**config.mk**
```make
export PLATFORM = sky130hd
export DESIGN_NAME = wkup_irq_ctrl
export DESIGN_NICKNAME = d
export VERILOG_FILES = /design/src/rtl/wkup_irq_pkg.sv /design/src/rtl/wkup_chan_status.sv /design/src/rtl/wkup_route_reg.sv /design/src/rtl/wkup_rd_mux.sv /design/src/rtl/wkup_irq_ctrl.sv
export SDC_FILE = /design/constraint.sdc
export NUM_CORES = 1
export LEC_CHECK = 0
export ABC_AREA = 1
export BUFFER_PORTS_ARGS = -buffer_cell sky130_fd_sc_hd__buf_4
export CORE_ASPECT_RATIO = 1.2
export CORE_MARGIN = 3
export CORE_UTILIZATION = 35
export CTS_CLUSTER_SIZE = 16
export DETAILED_ROUTE_END_ITERATION = 10
export GPL_TIMING_DRIVEN = 0
export PLACE_DENSITY_LB_ADDON = 0.12
export SLEW_MARGIN = 5
export SYNTH_ARGS = -nofsm -noshare
export SYNTH_HDL_FRONTEND = slang
export SYNTH_SLANG_ARGS = --single-unit
export TNS_END_PERCENT = 30
```
**constraint.sdc**
```tcl
create_clock -name clk_i -period 2.2 [get_ports clk_i]
set_input_delay 0.22 -clock clk_i [delete_from_list [all_inputs] [get_ports clk_i]]
set_output_delay 0.22 -clock clk_i [all_outputs]
set_load 0.03 [all_outputs]
```
**src/rtl/wkup_irq_pkg.sv**
```systemverilog
package wkup_irq_pkg;
  localparam int unsigned N_CHAN = 4;
  localparam int unsigned N_PER  = 3;
  localparam int unsigned AW     = 12;
  localparam int unsigned DW     = 32;

  localparam logic [AW-1:0] OFF_STS = 12'h310;
  localparam logic [AW-1:0] OFF_EN  = 12'h314;
  localparam logic [AW-1:0] OFF_CLR = 12'h318;
  localparam logic [AW-1:0] OFF_RT  = 12'h31C;

  // route layout: ext-route low half, wake-enable high half
  localparam int unsigned RT_PER_EXT  = 0;
  localparam int unsigned RT_CHAN_EXT = 8;
  localparam int unsigned RT_PER_WK   = 16;
  localparam int unsigned RT_CHAN_WK  = 24;

  typedef struct packed {
    logic sts;
    logic en;
    logic clr;
    logic rt;
  } wr_sel_t;
endpackage

```
**src/rtl/wkup_chan_status.sv**
```systemverilog
module wkup_chan_status
  import wkup_irq_pkg::*;
#(
  parameter int unsigned NCH = N_CHAN
) (
  input  logic           clk_i,
  input  logic           rst_ni,
  input  logic           wr_en_i,
  input  logic           wr_clr_i,
  input  logic [NCH-1:0] wdata_i,
  input  logic [NCH-1:0] evt_i,
  output logic [NCH-1:0] status_o,
  output logic [NCH-1:0] enable_o
);
  logic [NCH-1:0] clr_mask;
  assign clr_mask = wr_clr_i ? wdata_i : '0;

  always_ff @(posedge clk_i or negedge rst_ni) begin
    if (!rst_ni) begin
      status_o <= '0;
      enable_o <= '0;
    end else begin
      // new event wins over a same-cycle clear
      status_o <= (status_o & ~clr_mask) | evt_i;
      if (wr_en_i) enable_o <= wdata_i;
    end
  end

  a_r2_event_latches: assert property (@(posedge clk_i) disable iff (!rst_ni)
    (evt_i != '0) |=> ((status_o & $past(evt_i)) == $past(evt_i)));

  a_r4_set_beats_clear: assert property (@(posedge clk_i) disable iff (!rst_ni)
    (wr_clr_i && ((evt_i & wdata_i) != '0)) |=> ((status_o & $past(evt_i & wdata_i)) != '0));

  a_r2_no_spurious_drop: assert property (@(posedge clk_i) disable iff (!rst_ni)
    !wr_clr_i |=> ((status_o & $past(status_o)) == $past(status_o)));

  a_r3_clear_works: assert property (@(posedge clk_i) disable iff (!rst_ni)
    (wr_clr_i && ((wdata_i & ~evt_i) != '0)) |=> ((status_o & $past(wdata_i & ~evt_i)) == '0));
endmodule

```
**src/rtl/wkup_route_reg.sv**
```systemverilog
module wkup_route_reg
  import wkup_irq_pkg::*;
#(
  parameter int unsigned NCH = N_CHAN,
  parameter int unsigned NPR = N_PER
) (
  input  logic          clk_i,
  input  logic          rst_ni,
  input  logic          wr_i,
  input  logic [DW-1:0] wdata_i,
  output logic [DW-1:0] route_o
);
  localparam logic [DW-1:0] PER_FIELD  = DW'((1 << NPR) - 1);
  localparam logic [DW-1:0] CHAN_FIELD = DW'((1 << NCH) - 1);
  localparam logic [DW-1:0] RT_MASK = (PER_FIELD << RT_PER_EXT) | (CHAN_FIELD << RT_CHAN_EXT)
                                    | (PER_FIELD << RT_PER_WK)  | (CHAN_FIELD << RT_CHAN_WK);

  always_ff @(posedge clk_i or negedge rst_ni) begin
    if (!rst_ni) route_o <= '0;
    else if (wr_i) route_o <= wdata_i & RT_MASK;
  end

  a_r9_reserved_zero: assert property (@(posedge clk_i) disable iff (!rst_ni)
    (route_o & ~RT_MASK) == '0);
endmodule

```
**src/rtl/wkup_rd_mux.sv**
```systemverilog
module wkup_rd_mux
  import wkup_irq_pkg::*;
#(
  parameter int unsigned NCH = N_CHAN
) (
  input  logic           clk_i,
  input  logic           rst_ni,
  input  logic           rd_i,
  input  logic [AW-1:0]  addr_i,
  input  logic [NCH-1:0] status_i,
  input  logic [NCH-1:0] enable_i,
  input  logic [DW-1:0]  route_i,
  output logic [DW-1:0]  rdata_o
);
  logic [DW-1:0] sel;
  always_comb begin
    unique case (addr_i)
      OFF_STS: sel = DW'(status_i);
      OFF_EN:  sel = DW'(enable_i);
      OFF_RT:  sel = route_i;
      default: sel = '0;
    endcase
  end

  always_ff @(posedge clk_i or negedge rst_ni) begin
    if (!rst_ni) rdata_o <= '0;
    else rdata_o <= rd_i ? sel : '0;
  end

  a_r10_idle_zero: assert property (@(posedge clk_i) disable iff (!rst_ni)
    !rd_i |=> (rdata_o == '0));
endmodule

```
**src/rtl/wkup_irq_ctrl.sv**
```systemverilog
module wkup_irq_ctrl
  import wkup_irq_pkg::*;
(
  input  logic              clk_i,
  input  logic              rst_ni,
  input  logic              req_i,
  input  logic              we_i,
  input  logic [AW-1:0]     addr_i,
  input  logic [DW-1:0]     wdata_i,
  output logic [DW-1:0]     rdata_o,
  input  logic [N_CHAN-1:0] chan_evt_i,
  input  logic [N_PER-1:0]  per_evt_i,
  output logic              ext_irq_o,
  output logic [N_CHAN-1:0] chan_irq_o,
  output logic [N_PER-1:0]  per_irq_o,
  output logic              wake_o
);
  wr_sel_t          wr;
  logic [N_CHAN-1:0] status, enable;
  logic [DW-1:0]    route;
  logic [N_CHAN-1:0] chan_pend;

  assign wr.sts = req_i && we_i && (addr_i == OFF_STS);
  assign wr.en  = req_i && we_i && (addr_i == OFF_EN);
  assign wr.clr = req_i && we_i && (addr_i == OFF_CLR);
  assign wr.rt  = req_i && we_i && (addr_i == OFF_RT);

  wkup_chan_status #(.NCH(N_CHAN)) u_status (
    .clk_i, .rst_ni,
    .wr_en_i (wr.en),
    .wr_clr_i(wr.clr),
    .wdata_i (wdata_i[N_CHAN-1:0]),
    .evt_i   (chan_evt_i),
    .status_o(status),
    .enable_o(enable)
  );

  wkup_route_reg #(.NCH(N_CHAN), .NPR(N_PER)) u_route (
    .clk_i, .rst_ni,
    .wr_i   (wr.rt),
    .wdata_i(wdata_i),
    .route_o(route)
  );

  wkup_rd_mux #(.NCH(N_CHAN)) u_rd (
    .clk_i, .rst_ni,
    .rd_i    (req_i && !we_i),
    .addr_i  (addr_i),
    .status_i(status),
    .enable_i(enable),
    .route_i (route),
    .rdata_o (rdata_o)
  );

  assign chan_pend  = status & enable;
  assign ext_irq_o  = |chan_pend;
  assign chan_irq_o = chan_pend & route[RT_CHAN_EXT +: N_CHAN];
  assign per_irq_o  = per_evt_i & route[RT_PER_EXT +: N_PER];
  assign wake_o     = |(status & route[RT_CHAN_WK +: N_CHAN])
                    | |(per_evt_i & route[RT_PER_WK +: N_PER]);

  a_r5_masked_quiet: assert property (@(posedge clk_i) disable iff (!rst_ni)
    (enable == '0) |-> !ext_irq_o);

  a_r5_mask_keeps_status: assert property (@(posedge clk_i) disable iff (!rst_ni)
    (wr.en && !wr.clr) |=> ((status & $past(status)) == $past(status)));

  a_r11_status_ro: assert property (@(posedge clk_i) disable iff (!rst_ni)
    (wr.sts && chan_evt_i == '0) |=> (status == $past(status)));

  a_r6_route_subset: assert property (@(posedge clk_i) disable iff (!rst_ni)
    (chan_irq_o & ~status) == '0);
endmodule

```
==> metrics.md <==
| Metric | Value |
|---|---|
| Via count | 1,511 |
| Worst Path Max Fanout | 4 |
| Fin crit period | 1.56 ns |
| Detailed placement HPWL | around 3200 um |
| First-pass GRT wire length | 6600 um |
| Worst setup margin | about 0.64 ns |
| Cell Pwr Density | between 500 and 600 nW/um2 |
| RSZ-0062 raised after global routing | no |
| # H-tree levels | 2 |
| Critical Path AT | between 1 and 1.5 ns |
| Type of the worst min-delay path | input pin to flip-flop |
| WP data required | slightly below 2 ns |
| IO buf count | 61 |
| Yosys warning total | 0 |
| Vias per std cell | around 4.2 |
| Worst Setup SP | u_status.status_o[3] |
| FILL cells | roughly 520 |
| DP Worst Slack | between 0.8 and 0.9 ns |
| Worst-path cell chain | nand2_1 > nand2_1 > a221oi_1 > nand2_1 > buf_4 |
| Top post-synthesis cells by area | dfrtp_1 (51%), nand2_1 (8.8%), buf_4 (7.4%) |
| VDD IR max | 0.268 mV |
| Post-synthesis sequential area ratio | 0.508 |
| CP top delay family | flip-flops |
| DIE WIDTH | 71.9 um |
| Max clock buf depth | 2 |
| Largest net degree at the start of global routing | 38 |
| Post-synth top area share | 0.508 |
| Footprint of the multi-input gates | roughly 680 um2 |
| Postcts setup bufs | 0 |
| GRT Total Usage | 0.139 |
| Final Power | 0.00135 W |
| CP peak stage delay | 0.43 ns |
| Worst setup SP type | flip-flop |
| Initial drt markers | 26 |
| Library cells used by synthesis | 25 |
| Max cap viols | 0 |
| ANT cells | 0 |
| Worst skew pair latency | just under 0.3 ns |
| Max-slew violations | 0 |
| Critical path endpoint category | output port |
| Drt wl/cell | about 11 um |
| Synth area leader | dfrtp_1 |
| Initial antenna violation count | 0 |
| R2r startpoint | u_status.status_o[2] |
| # DRC | 0 |
| Tcrit/Tclk final | 0.710 |
| Final #Nets | between 300 and 400 |
| Clk_skew | between 0.008 and 0.009 ns |
| Seq cells post-synth | 37 |
| Synthesized area | about 1800 um2 |
| Placed cell area | 2420 um2 |
| Crit Path Class | flip-flop to output port |
| Clock tree sinks | 37 |
| Die height | around 85 um |
| Antenna Violating Nets Remaining | 0 |
| Starting Density | 0.367 |
| P&R area growth vs syn | 38.3% |
| GR Overflow Total | 0 |
| Setup TNS | 0 ns |
| RePlAce Congestion | between 0.7 and 0.8 |
| Max Fclk | between 600 and 700 MHz |
| Core footprint | slightly below 5000 um2 |
| Cell area after layout | approximately 2500 um2 |
| Hold Crit Start | chan_evt_i[1] |
| Avg Cell Area, Syn | roughly 8.6 um2 |
| Row Count | 28 |
| Root buffer cell | clkbuf_8 |
| Layout cell share with drive strength beyond 1 | 0.360 |
| CP max stage cell | dfrtp_1 |
| Critical path buffer and inverter count | 1 |
| Final Hold Fails | 0 |
| Syn Inst Count | 211 |
| TritonCTS clock tree | built |
| Total Die Area | ~6100 um2 |
| CTS clk-pin slew, worst paths | 0.08 ns |
| Num CTS Buffers | 5 |
| Final WL | about 4000 um |
| Register Area | between 900 and 1000 um2 |
| Run status | finished, final reports clean |
| Number of global-route vias before repair | 1,460 |
| Cell mode on critical path | nand2_1 |
| Drt pass-1 iters | 4 |
| Leak | around 1.4 nW |
| Setup-failing EPs final | 0 |
| Ports | between 90 and 100 |
==> cell usage in the layout, fill, tap and decap left out, types with 2 or more instances in the layout <==
cell and count:
nor3_1 7, buf_4 79, buf_6 2, dfrtp_1 37, o21ai_1 8, nand3_1 16, inv_1 31, a21oi_2 6
nand2_1 43, conb_1 17, o21ai_0 4, nor2_4 2, o21ai_2 4, clkbuf_8 6, nor2_1 21
==> power by group <==
part,internal (W),total [W],switching [W],leakage [nW]
Clock,0.000254,0.000498,0.000245,0.0512
Combinational,0.0000731,0.000166,0.0000927,0.886
Sequential,0.000680,0.000681,0.000000543,0.465
==> path summary, 6_finish.rpt <==
path                       depth (start not counted)  slack, ns                   end
max                                                5       0.64                wake_o
max reg2reg                                        4       1.38       u_rd.rdata_o[2]
min reg2reg                                        2       0.51   u_route.route_o[18]
min in group asynchronous                          2       0.42      u_rd.rdata_o[17]
max in group asynchronous                          2       1.46       u_rd.rdata_o[2]
min                                                3       0.11  u_status.status_o[1]
==> metrics by stage <==
stage / instances / hold slack, ns / utilization
floorplan: 227 / -0.0756 / -
global placement: 348 / 0.207 / 0.486
detailed placement: 348 / 0.207 / 0.486
CTS: 357 / 0.0982 / 0.507
global route: 357 / 0.128 / 0.507
finish: 357 / 0.105 / 0.507
==> per-layer routing <==
layer  up-vias  wire length, um  GRT usage
li1        798                -          -
met1       664             1620      0.161
met2        44             2080      0.239
met3         5              294     0.0332
met4         0               69     0.0667
met5         -                0          0
==> tightest hold or removal path: stages <==
cell	delay (ns)
buf_4	0.07
inv_1	0.03
nand2_1	0.05
==> cell families after synthesis <==
kind of cell	Yosys count	synth area share
AO/OA/AOI/OAI	26	0.0974
buffers and inverters	53	0.155
flip-flops	37	0.508
other	1	0.00206
AND/OR/NAND/NOR	94	0.238
==> synthesized netlist by cell type, drive strengths merged <==
library cell / instances
a21boi: 1
a21oi: 7
a221oi: 1
a22o: 1
buf: 21
conb: 1
dfrtp: 37
inv: 32
nand2: 43
nand3: 18
nand4: 1
nor2: 24
nor3: 8
o21ai: 16
==> flip-flops by register name (all words and copies together) (netlist names) <==
signal	cells
u_route.route_o	14
u_rd.rdata_o	15
u_status.enable_o	4
u_status.status_o	4
==> layout make-up <==
type,count,area share
inverter,32,0.0476
sequential,37,0.367
timing repair buffer,62,0.185
clock buffer,6,0.0327
buffer,21,0.0645
clock inverter,2,0.00545
tap,60,0.0297
multi-input combinational,137,0.268
==> timing repair <==
item,CTS,global route
hold buffers,1,0
resized for setup,0,0
endpoints found under the hold margin,37,0
No activity file was read; power rests on OpenSTA's default activity.
